File: src/rtl/ddff_pkg.sv
package ddff_pkg;
  typedef enum logic [0:0] {ST_IDLE = 1'b0, ST_RUN = 1'b1} seq_st_t;
  localparam int unsigned CND_LT = 2;
  localparam int unsigned CND_GT = 1;
  localparam int unsigned CND_EQ = 0;
  typedef logic [2:0] cnd_t;
endpackage

File: src/rtl/ddff_cmp.sv
module ddff_cmp #(
  parameter int unsigned XLEN = 32
) (
  input  logic [XLEN-1:0]   opnd,
  input  logic [15:0]       imm,
  input  logic [1:0]        sel,
  input  logic              fail_if_set,
  output ddff_pkg::cnd_t    cnd,
  output logic              fail
);
  logic signed [XLEN-1:0] a_s;
  logic signed [XLEN-1:0] b_s;
  logic                   tbit;

  always_comb begin
    a_s = opnd;
    b_s = {{(XLEN-16){imm[15]}}, imm};
    cnd = '0;
    cnd[ddff_pkg::CND_LT] = (a_s < b_s);
    cnd[ddff_pkg::CND_GT] = (a_s > b_s);
    cnd[ddff_pkg::CND_EQ] = (a_s == b_s);
    tbit = (sel == 2'd3) ? 1'b0 : cnd[sel];
    fail = fail_if_set ? tbit : ~tbit;
  end
endmodule

File: src/rtl/ddff_offs.sv
module ddff_offs #(
  parameter int unsigned AW  = 7,
  parameter int unsigned VLW = 7
) (
  input  logic [AW-1:0]  base,
  input  logic           vec,
  input  logic [VLW-1:0] idx,
  output logic [AW-1:0]  addr
);
  localparam int unsigned XW = (AW > VLW) ? AW : VLW;
  logic [XW-1:0] step;

  always_comb begin
    step = vec ? XW'(idx) : '0;
    addr = base + AW'(step);
  end
endmodule

File: src/rtl/ddff_seq.sv
module ddff_seq #(
  parameter int unsigned XLEN = 32,
  parameter int unsigned VLW  = 7,
  parameter int unsigned RAW  = 7,
  parameter int unsigned CAW  = 7
) (
  input  logic             clk,
  input  logic             rst_n,
  input  logic             start,
  input  logic [VLW-1:0]   vl_in,
  input  logic             incl_mode,
  input  logic             src_vec,
  input  logic             dst_vec,
  input  logic [RAW-1:0]   src_base,
  input  logic [CAW-1:0]   dst_base,
  input  logic [15:0]      imm,
  input  logic [1:0]       test_sel,
  input  logic             fail_if_set,
  output logic [RAW-1:0]   rd_addr,
  input  logic [XLEN-1:0]  rd_data,
  output logic             cr_we,
  output logic [CAW-1:0]   cr_addr,
  output logic [2:0]       cr_val,
  output logic [VLW-1:0]   vl_out,
  output logic             done
);
  import ddff_pkg::*;

  localparam logic [VLW-1:0] ONE = VLW'(1);

  seq_st_t         st_q, st_d;
  logic [VLW-1:0]  idx_q, idx_d;
  logic [VLW-1:0]  vl_q, vl_out_d;
  logic            incl_q, svec_q, dvec_q, sense_q;
  logic [RAW-1:0]  sbase_q;
  logic [CAW-1:0]  dbase_q;
  logic [15:0]     imm_q;
  logic [1:0]      sel_q;
  logic            done_d;
  logic            accept, running, last, finish;
  logic            el_fail;
  cnd_t            el_cnd;

  ddff_offs #(.AW(RAW), .VLW(VLW)) i_src_offs (
    .base(sbase_q), .vec(svec_q), .idx(idx_q), .addr(rd_addr)
  );

  ddff_offs #(.AW(CAW), .VLW(VLW)) i_dst_offs (
    .base(dbase_q), .vec(dvec_q), .idx(idx_q), .addr(cr_addr)
  );

  ddff_cmp #(.XLEN(XLEN)) i_cmp (
    .opnd(rd_data), .imm(imm_q), .sel(sel_q), .fail_if_set(sense_q),
    .cnd(el_cnd), .fail(el_fail)
  );

  // Next-state logic
  always_comb begin
    accept   = (st_q == ST_IDLE) && start;
    running  = (st_q == ST_RUN);
    last     = (idx_q == (vl_q - ONE));
    finish   = running && (el_fail || last);
    cr_we    = running && (!el_fail || incl_q);
    cr_val   = el_cnd;
    st_d     = st_q;
    idx_d    = idx_q;
    vl_out_d = vl_out;
    done_d   = 1'b0;
    if (accept) begin
      idx_d = '0;
      if (vl_in == '0) begin
        done_d   = 1'b1;
        vl_out_d = '0;
      end else begin
        st_d = ST_RUN;
      end
    end else if (running) begin
      idx_d = idx_q + ONE;
      if (finish) begin
        st_d   = ST_IDLE;
        done_d = 1'b1;
        if (el_fail) vl_out_d = incl_q ? (idx_q + ONE) : idx_q;
        else         vl_out_d = vl_q;
      end
    end
  end

  // State registers
  always_ff @(posedge clk or negedge rst_n) begin
    if (!rst_n) begin
      st_q   <= ST_IDLE;
      idx_q  <= '0;
      vl_out <= '0;
      done   <= 1'b0;
    end else begin
      st_q   <= st_d;
      idx_q  <= idx_d;
      vl_out <= vl_out_d;
      done   <= done_d;
    end
  end

  // Configuration latched on accept (clock enable)
  always_ff @(posedge clk or negedge rst_n) begin
    if (!rst_n) begin
      vl_q    <= '0;
      incl_q  <= 1'b0;
      svec_q  <= 1'b0;
      dvec_q  <= 1'b0;
      sense_q <= 1'b0;
      sbase_q <= '0;
      dbase_q <= '0;
      imm_q   <= '0;
      sel_q   <= '0;
    end else if (accept) begin
      vl_q    <= vl_in;
      incl_q  <= incl_mode;
      svec_q  <= src_vec;
      dvec_q  <= dst_vec;
      sense_q <= fail_if_set;
      sbase_q <= src_base;
      dbase_q <= dst_base;
      imm_q   <= imm;
      sel_q   <= test_sel;
    end
  end

  // Assertions
  a_r1_idx_in_range: assert property (@(posedge clk) disable iff (!rst_n)
    running |-> (idx_q < vl_q));

  a_r8_no_write_in_done: assert property (@(posedge clk) disable iff (!rst_n)
    done |-> !cr_we);

  a_r7_trunc_bound: assert property (@(posedge clk) disable iff (!rst_n)
    done |-> (vl_out <= vl_q));

  a_r10_vl_holds: assert property (@(posedge clk) disable iff (!rst_n)
    !$stable(vl_out) |-> done);

  a_r2_scalar_src: assert property (@(posedge clk) disable iff (!rst_n)
    (running && $past(running) && !svec_q) |-> $stable(rd_addr));

  a_r3_dst_step: assert property (@(posedge clk) disable iff (!rst_n)
    (cr_we && $past(cr_we) && dvec_q) |-> (cr_addr == CAW'($past(cr_addr) + 1'b1)));
endmodule

File: config.mk
export PLATFORM = sky130hd
export DESIGN_NAME = ddff_seq
export DESIGN_NICKNAME = d
export VERILOG_FILES = /design/src/rtl/ddff_pkg.sv /design/src/rtl/ddff_cmp.sv /design/src/rtl/ddff_offs.sv /design/src/rtl/ddff_seq.sv
export SDC_FILE = /design/constraint.sdc
export NUM_CORES = 1
export LEC_CHECK = 0
export BUFFER_PORTS_ARGS = -buffer_cell sky130_fd_sc_hd__buf_2
export CORE_MARGIN = 1
export CORE_UTILIZATION = 52
export DETAILED_ROUTE_END_ITERATION = 12
export HOLD_SLACK_MARGIN = 0.08
export PLACE_DENSITY = 0.79
export SKIP_CTS_REPAIR_TIMING = 1
export SYNTH_ARGS = -nofsm -noshare
export SYNTH_HDL_FRONTEND = slang
export SYNTH_SLANG_ARGS = --single-unit
File: constraint.sdc
create_clock -name clk -period 4.4 [get_ports clk]
set_input_delay 0.44 -clock clk [delete_from_list [all_inputs] [get_ports clk]]
set_output_delay 0.44 -clock clk [all_outputs]
set_load 0.005 [all_outputs]
==> run summary, run 1 <==
Endpoint type of the worst setup path -> output port
Mapped Avg Cell Area -> 9.691 um2
Placed cell count -> 608
Largest net degree at the start of global routing -> 64
IR Drop Worst-Case VDD -> 0.3355 mV
Mean number of vias per cell -> 5.377
Hold_ws -> 0.2495 ns
Number of I/O port buffers -> 103
Number of optimization iterations in the first detailed-route pass -> 4
Min-delay worst type -> input pin to asynchronous set/reset pin
Final worst path period share -> 93.36%
Finished layout cell area -> 4876 um2
Number of hold violations in the final report -> 0
Largest cells by area after synthesis -> sky130_fd_sc_hd__dfrtp_1 (37%), sky130_fd_sc_hd__ha_1 (14%), sky130_fd_sc_hd__mux2_2 (7.0%), sky130_fd_sc_hd__nand2_1 (4.9%), sky130_fd_sc_hd__o21ai_0 (4.2%)
Clock tree from TritonCTS -> built
Crit path max-delay cell type -> sky130_fd_sc_hd__or4b_1
Clk_lat worst skew -> 0.34 ns
Chain of cells forming the critical path -> inv_1 -> ha_1 -> a21oi_1 -> o21ai_0 -> a221oi_2 -> nand2_1 -> or4b_1 -> nand4_2 -> xor2_4 -> nor2_1 -> nor2_1 -> buf_2
Site Rows -> 31
Power Dens Cells -> 687.0 nW/um2
Routed vias -> 3,355
Gate count of the mapped netlist -> 416
Critical path data arrival time -> 3.67 ns
Proportion of synthesized chip area in sequential cells -> 36.62%
Top-level I/O count -> 104
Static power due to leakage -> 2.413 nW
Total number of yosys warnings -> 0
Remaining number of nets flagged by the antenna check after routing -> 0
Number of buffers on the longest clock path -> 2
Synth top area share -> 36.62%
Layout cells sized above 1 -> 29.14%
Dpl cell area -> 4648 um2
Final design utilization -> 66.16%
Final critical-path required period -> 4.108 ns
Clock transition time at the flip-flop clock pins of the worst setup and hold paths -> 0.07 ns
Global-route wire length before repair -> 15.32 mm
DRT iter0 DRCs -> 157
Grt ovf -> 0
Via count of the first global-routing pass -> 3,360
Antenna violations before repair -> 0
Nets in the synthesized netlist -> 542
Growth of design area from synthesis to finish -> 20.95%
Clk root buf -> sky130_fd_sc_hd__clkbuf_8
Avg WL per Cell -> 14.42 um
Outcome -> completed
Max Slew Vio Count -> 0
Inserted Clock Buffers -> 9
Leading cell type in the layout, fill and taps excluded -> sky130_fd_sc_hd__buf_2
Number of antenna repair diodes -> 0
Cell type contributing the most total cell area after synthesis -> sky130_fd_sc_hd__dfrtp_1
Slew at the pin closest to its max-slew limit -> 0.7648 ns
Nets@finish -> 646
Setup TNS -> 0 ns
Detailed Place HPWL -> 6.617 mm
Startpoint class of the critical path -> flop
Achievable clock frequency -> 0.2434 GHz
Total GRT Usage -> 23.40%
Placer's final routability congestion estimate -> 0.8449
Worst relative slew slack -> 49.01%
Least setup slack across all paths after layout -> 0.2922 ns
Worst clock skew on the final layout -> 0.008098 ns
Class of the most critical setup path -> flop to output port
DRT Wirelength -> 8.999 mm
Count of endpoints failing setup in the final report -> 0
Cell repeated most along the worst path -> sky130_fd_sc_hd__nor2_1
Total die area -> 8109 um2
Unrepaired setup endpoints after global routing -> false
Starting density of the core -> 54.70%
Sum of buffers and inverters on the critical path -> 2
Floorplan core area -> 7370 um2
Max-cap violations -> 0
Remaining design rule violation count -> 0
Worst setup timing slack at the placement stage -> 0.6605 ns
Filler cells -> 626
Synth Register Bits -> 59
Die Span X -> 90.05 um
Die height -> 90.05 um
CP required -> 3.96 ns
Length in cells of the worst reg-to-reg path -> 11
Commonest non-fill, non-tap cells in the layout -> sky130_fd_sc_hd__buf_2 (103), sky130_fd_sc_hd__dfrtp_1 (59), sky130_fd_sc_hd__nand2_1 (53), sky130_fd_sc_hd__ha_1 (46), sky130_fd_sc_hd__o21ai_0 (34)
Gate family responsible for the most delay along the worst path -> simple AND/OR/NAND/NOR gates
CP Max Fanout -> 18
Total standard cell area after synthesis -> 4031 um2
Sinks on the clock net -> 59
Number of distinct library cell variants in the gate-level netlist after synthesis -> 47
Number of cells on the critical path -> 12
Highest cell delay on the worst timing path -> 0.53 ns
Depth of the CTS H-tree -> 3
Fin cells -> 624
PnR Total Power -> 3.350 mW
cells by family after synthesis:
kind of cell,after synthesis,share of synthesized area [%]
compound gates,81,12.54
xor+xnor,28,6.549
fa+ha+maj,48,15.27
buf+inv,45,4.190
flops,59,36.62
mux,39,10.46
simple gates,116,14.37
report_power, final:
| part | total [mW] | leakage [nW] | switching [mW] | internal [mW] |
|---|---|---|---|---|
| combinational | 1.76 | 1.58 | 0.908 | 0.847 |
| clock | 0.573 | 0.113 | 0.223 | 0.349 |
| sequential | 1.02 | 0.723 | 0.226 | 0.795 |
path summary, 6_finish.rpt:
| check | to | from | slack, ns |
|---|---|---|---|
| max | cr_we | imm_q[15] | 0.29 |
| min | imm_q[6] | rst_n | 0.25 |
| max reg2reg | done | imm_q[15] | 0.79 |
| min reg2reg | dbase_q[0] | dbase_q[0] | 0.52 |
| max in group asynchronous | imm_q[10] | rst_n | 3.63 |
| min in group clk | imm_q[2] | imm[2] | 0.30 |
metal layers:
metal	global-route usage, %	part of all wire, %
met5	0	0
met1	30.26	46
met4	10.75	2.3
met3	4.399	4.6
met2	37.98	47
cells in the mapped netlist (all sizes together):
library cell	count
a2111oi	1
a21boi	2
a21o	4
a21oi	22
a221oi	1
a22oi	1
a311oi	1
a32oi	1
a41oi	2
and2	10
and3	5
and4	1
buf	1
clkbuf	11
clkinv	1
dfrtp	59
fa	2
ha	46
inv	32
mux2	25
mux2i	14
nand2	53
nand2b	4
nand3	3
nand3b	2
nand4	8
nor2	16
nor2b	2
nor3	4
nor3b	3
nor4	4
o211ai	2
o21a	1
o21ai	35
o21bai	4
o2bb2ai	1
o32ai	1
o41a	1
o41ai	1
or4b	1
xnor2	19
xor2	9
state kept, by name, indices dropped and copies added, names as in the netlist:
register,flops
imm_q,16
dbase_q,7
idx_q,7
sbase_q,7
vl_out,7
vl_q,7
sel_q,2
done,1
dvec_q,1
incl_q,1
running,1
sense_q,1
svec_q,1
final cells by class:
class | instances | area [um2] | share of cell area (%)
clock inverter | 4 | 72.57 | 1.488
inverter | 33 | 123.9 | 2.540
tap | 99 | 123.9 | 2.540
clock buffer | 12 | 155.1 | 3.182
multi-input combinational | 312 | 2394 | 49.09
sequential | 59 | 1476 | 30.28
timing repair buffer | 105 | 530.5 | 10.88
(Power assumes the default switching activity.)
==> run 2: changes to the inputs <==
- RECOVER_POWER: default -> 25
==> run summary, run 2 (same netlist as run 1, synthesis figures left out) <==
Outcome -> finished with violations
Failing checks -> capacitance limit, slew limit
Layout cells sized above 1 -> 28.95% (-0.19 points)
Nets@finish -> 646 (unchanged)
Avg WL per Cell -> 14.42 um (about the same)
Crit path max-delay cell type -> sky130_fd_sc_hd__or4b_1
DRT iter0 DRCs -> 157 (unchanged)
Biggest register -> imm_q
Total die area -> 8109 um2 (unchanged)
CP Max Fanout -> 18 (unchanged)
Chain of cells forming the critical path -> inv_1 -> ha_1 -> a21oi_1 -> o21ai_0 -> a221oi_2 -> nand2_1 -> or4b_1 -> nand4_2 -> xor2_4 -> nor2_1 -> nor2_1 -> buf_2
Highest cell delay on the worst timing path -> 0.53 ns (about the same)
Top-level I/O count -> 104 (unchanged)
CP required -> 3.96 ns (about the same)
Clk root buf -> sky130_fd_sc_hd__clkbuf_8
Combinational share of power -> 52.4% (about the same)
Largest net degree at the start of global routing -> 64 (unchanged)
Switching portion of total power -> 40.56% (about the same)
Mean number of vias per cell -> 5.388 (+0.21%)
Setup TNS -> 0 ns (unchanged)
Finished layout cell area -> 4872 um2 (about the same)
Capture endpoint of the worst hold path -> imm_q[2]
Endpoint type of the worst setup path -> output port
Number of antenna repair diodes -> 0 (unchanged)
Clock transition time at the flip-flop clock pins of the worst setup and hold paths -> 0.07 ns (about the same)
Final worst path period share -> 93.41% (about the same)
Static power due to leakage -> 2.409 nW (-0.15%)
Clk_lat worst skew -> 0.34 ns (about the same)
IR Drop Worst-Case VDD -> 0.3355 mV (about the same)
Worst clock skew on the final layout -> 0.008083 ns (-0.00001507 ns)
Max-cap violations -> 1 (+1)
Length in cells of the worst reg-to-reg path -> 11 (unchanged)
Die height -> 90.05 um (unchanged)
Critical R2R Launch -> imm_q[15]
Growth of design area from synthesis to finish -> 20.86% (about the same)
Slew at the pin closest to its max-slew limit -> 3.216 ns (+2.451 ns)
Global-route wire length before repair -> 15.32 mm (unchanged)
Starting density of the core -> 54.70% (unchanged)
Floorplan core area -> 7370 um2 (unchanged)
Leading cell type in the layout, fill and taps excluded -> sky130_fd_sc_hd__buf_2
Filler cells -> 628 (+0.32%)
Achievable clock frequency -> 0.2433 GHz (about the same)
Power Dens Cells -> 687.6 nW/um2 (about the same)
Internal Dissipation -> 1.991 mW (about the same)
Via count of the first global-routing pass -> 3,360 (unchanged)
Antenna violations before repair -> 0 (unchanged)
Sinks on the clock net -> 59 (unchanged)
Placer's final routability congestion estimate -> 0.8449 (unchanged)
Detailed Place HPWL -> 6.617 mm (unchanged)
Max Slew Vio Count -> 60 (+60)
Remaining number of nets flagged by the antenna check after routing -> 0 (unchanged)
Site Rows -> 31 (unchanged)
Total GRT Usage -> 23.40% (unchanged)
Depth of the CTS H-tree -> 3 (unchanged)
Class of the most critical setup path -> flop to output port
Net Switching -> 1.359 mW (about the same)
Final design utilization -> 66.11% (about the same)
Worst R2R End -> done
Dpl cell area -> 4648 um2 (unchanged)
Startpoint class of the critical path -> flop
Number of I/O port buffers -> 103 (unchanged)
Unrepaired setup endpoints after global routing -> false
Commonest non-fill, non-tap cells in the layout -> sky130_fd_sc_hd__buf_2 (103), sky130_fd_sc_hd__dfrtp_1 (59), sky130_fd_sc_hd__nand2_1 (53), sky130_fd_sc_hd__ha_1 (46), sky130_fd_sc_hd__o21ai_0 (34)
Clock network fraction of design power -> 17.1% (about the same)
Startpoint of the tightest hold check path -> imm[2]
Worst relative slew slack -> -114.4% (-160 points)
Critical path data arrival time -> 3.67 ns (about the same)
Number of buffers on the longest clock path -> 2 (unchanged)
Relative contribution of sequential cells to total power -> 30.5% (about the same)
Hold Crit Depth -> 3
Remaining design rule violation count -> 0 (unchanged)
Clock tree from TritonCTS -> built
Final critical-path required period -> 4.110 ns (+0.002261 ns)
Grt ovf -> 0 (unchanged)
Cell repeated most along the worst path -> sky130_fd_sc_hd__nor2_1
Flip-flop count of the largest register after layout -> 16 (unchanged)
Routed vias -> 3,362 (+0.21%)
DRT Wirelength -> 9.001 mm (about the same)
R2R Setup Slk -> 0.79 ns (about the same)
Min-delay worst type -> input pin to flop
Number of optimization iterations in the first detailed-route pass -> 4 (unchanged)
Inserted Clock Buffers -> 9 (unchanged)
Number of hold violations in the final report -> 0 (unchanged)
Count of endpoints failing setup in the final report -> 0 (unchanged)
Die Span X -> 90.05 um (unchanged)
## run 2: cell count changes in the layout (fill, tap and decap cells not counted), sizes merged
cell,before,now
buf,105,104
clkbuf,12,13
## run 2: layout make-up
| type | instances | area, um2 | share of cell area (%) |
|---|---|---|---|
| Timing Repair Buffer | 105 | 526.8 | 10.81 |
| Clock buffer | 12 | 155.1 | 3.184 |
| Multi-Input combinational cell | 312 | 2394 | 49.13 |
| Sequential cell | 59 | 1476 | 30.30 |
| Clock inverter | 4 | 72.57 | 1.489 |
| Tap cell | 99 | 123.9 | 2.542 |
| Inverter | 33 | 123.9 | 2.542 |
## run 2: layer usage
metal	vias up	wire length [um]	global-route usage [%]	part of all wire [%]
li1	1658	-	-	-
met1	1584	4167	30.26	46
met2	100	4187	37.98	47
met3	20	425	4.399	4.7
met4	0	220	10.75	2.4
met5	-	0	0	0
## run 2: critical path, delay by kind of cell, from the launching register on
kind / cells / cell delay [ns]
buf+inv: 2 / 0.55
simple gates: 5 / 0.98
fa+ha+maj: 1 / 0.38
flops: 1 / 0.37
compound gates: 3 / 0.69
xor+xnor: 1 / 0.37
## run 2: power groups by stage
stage                     clock (mW)  sequential, mW  combinational [mW]
after detailed placement           0            1.03                1.75
after floorplan                    0           0.936                1.32
after global placement             0            1.02                1.68
after CTS                      0.585            1.02                1.77
after global routing           0.604            1.06                1.98
final                          0.574            1.02                1.75
## run 2: how the worst max path moves through the flow
stage                   start     to  slack, ns  depth (start not counted)
CTS                 imm_q[15]  cr_we       0.29                         12
finish              imm_q[15]  cr_we       0.29                         12
detailed placement  imm_q[15]  cr_we       0.66                         12
global placement    imm_q[15]  cr_we       0.86                         12
global route        imm_q[15]  cr_we       0.04                         12
floorplan           imm_q[15]  cr_we       1.16                         11
## run 2: through the flow
step | power [mW] | setup WS [ns] | hold slack [ns] | instances
5_1_grt | 3.648 | 0.04323 | 0.3012 | 624
3_5_place_dp | 2.782 | 0.6605 | 0.5049 | 608
3_3_place_gp | 2.700 | 0.8615 | 0.4993 | 608
4_1_cts | 3.376 | 0.2867 | 0.2755 | 624
2_1_floorplan | 2.258 | 1.163 | 0.1444 | 416
6_report | 3.350 | 0.2899 | 0.2989 | 624
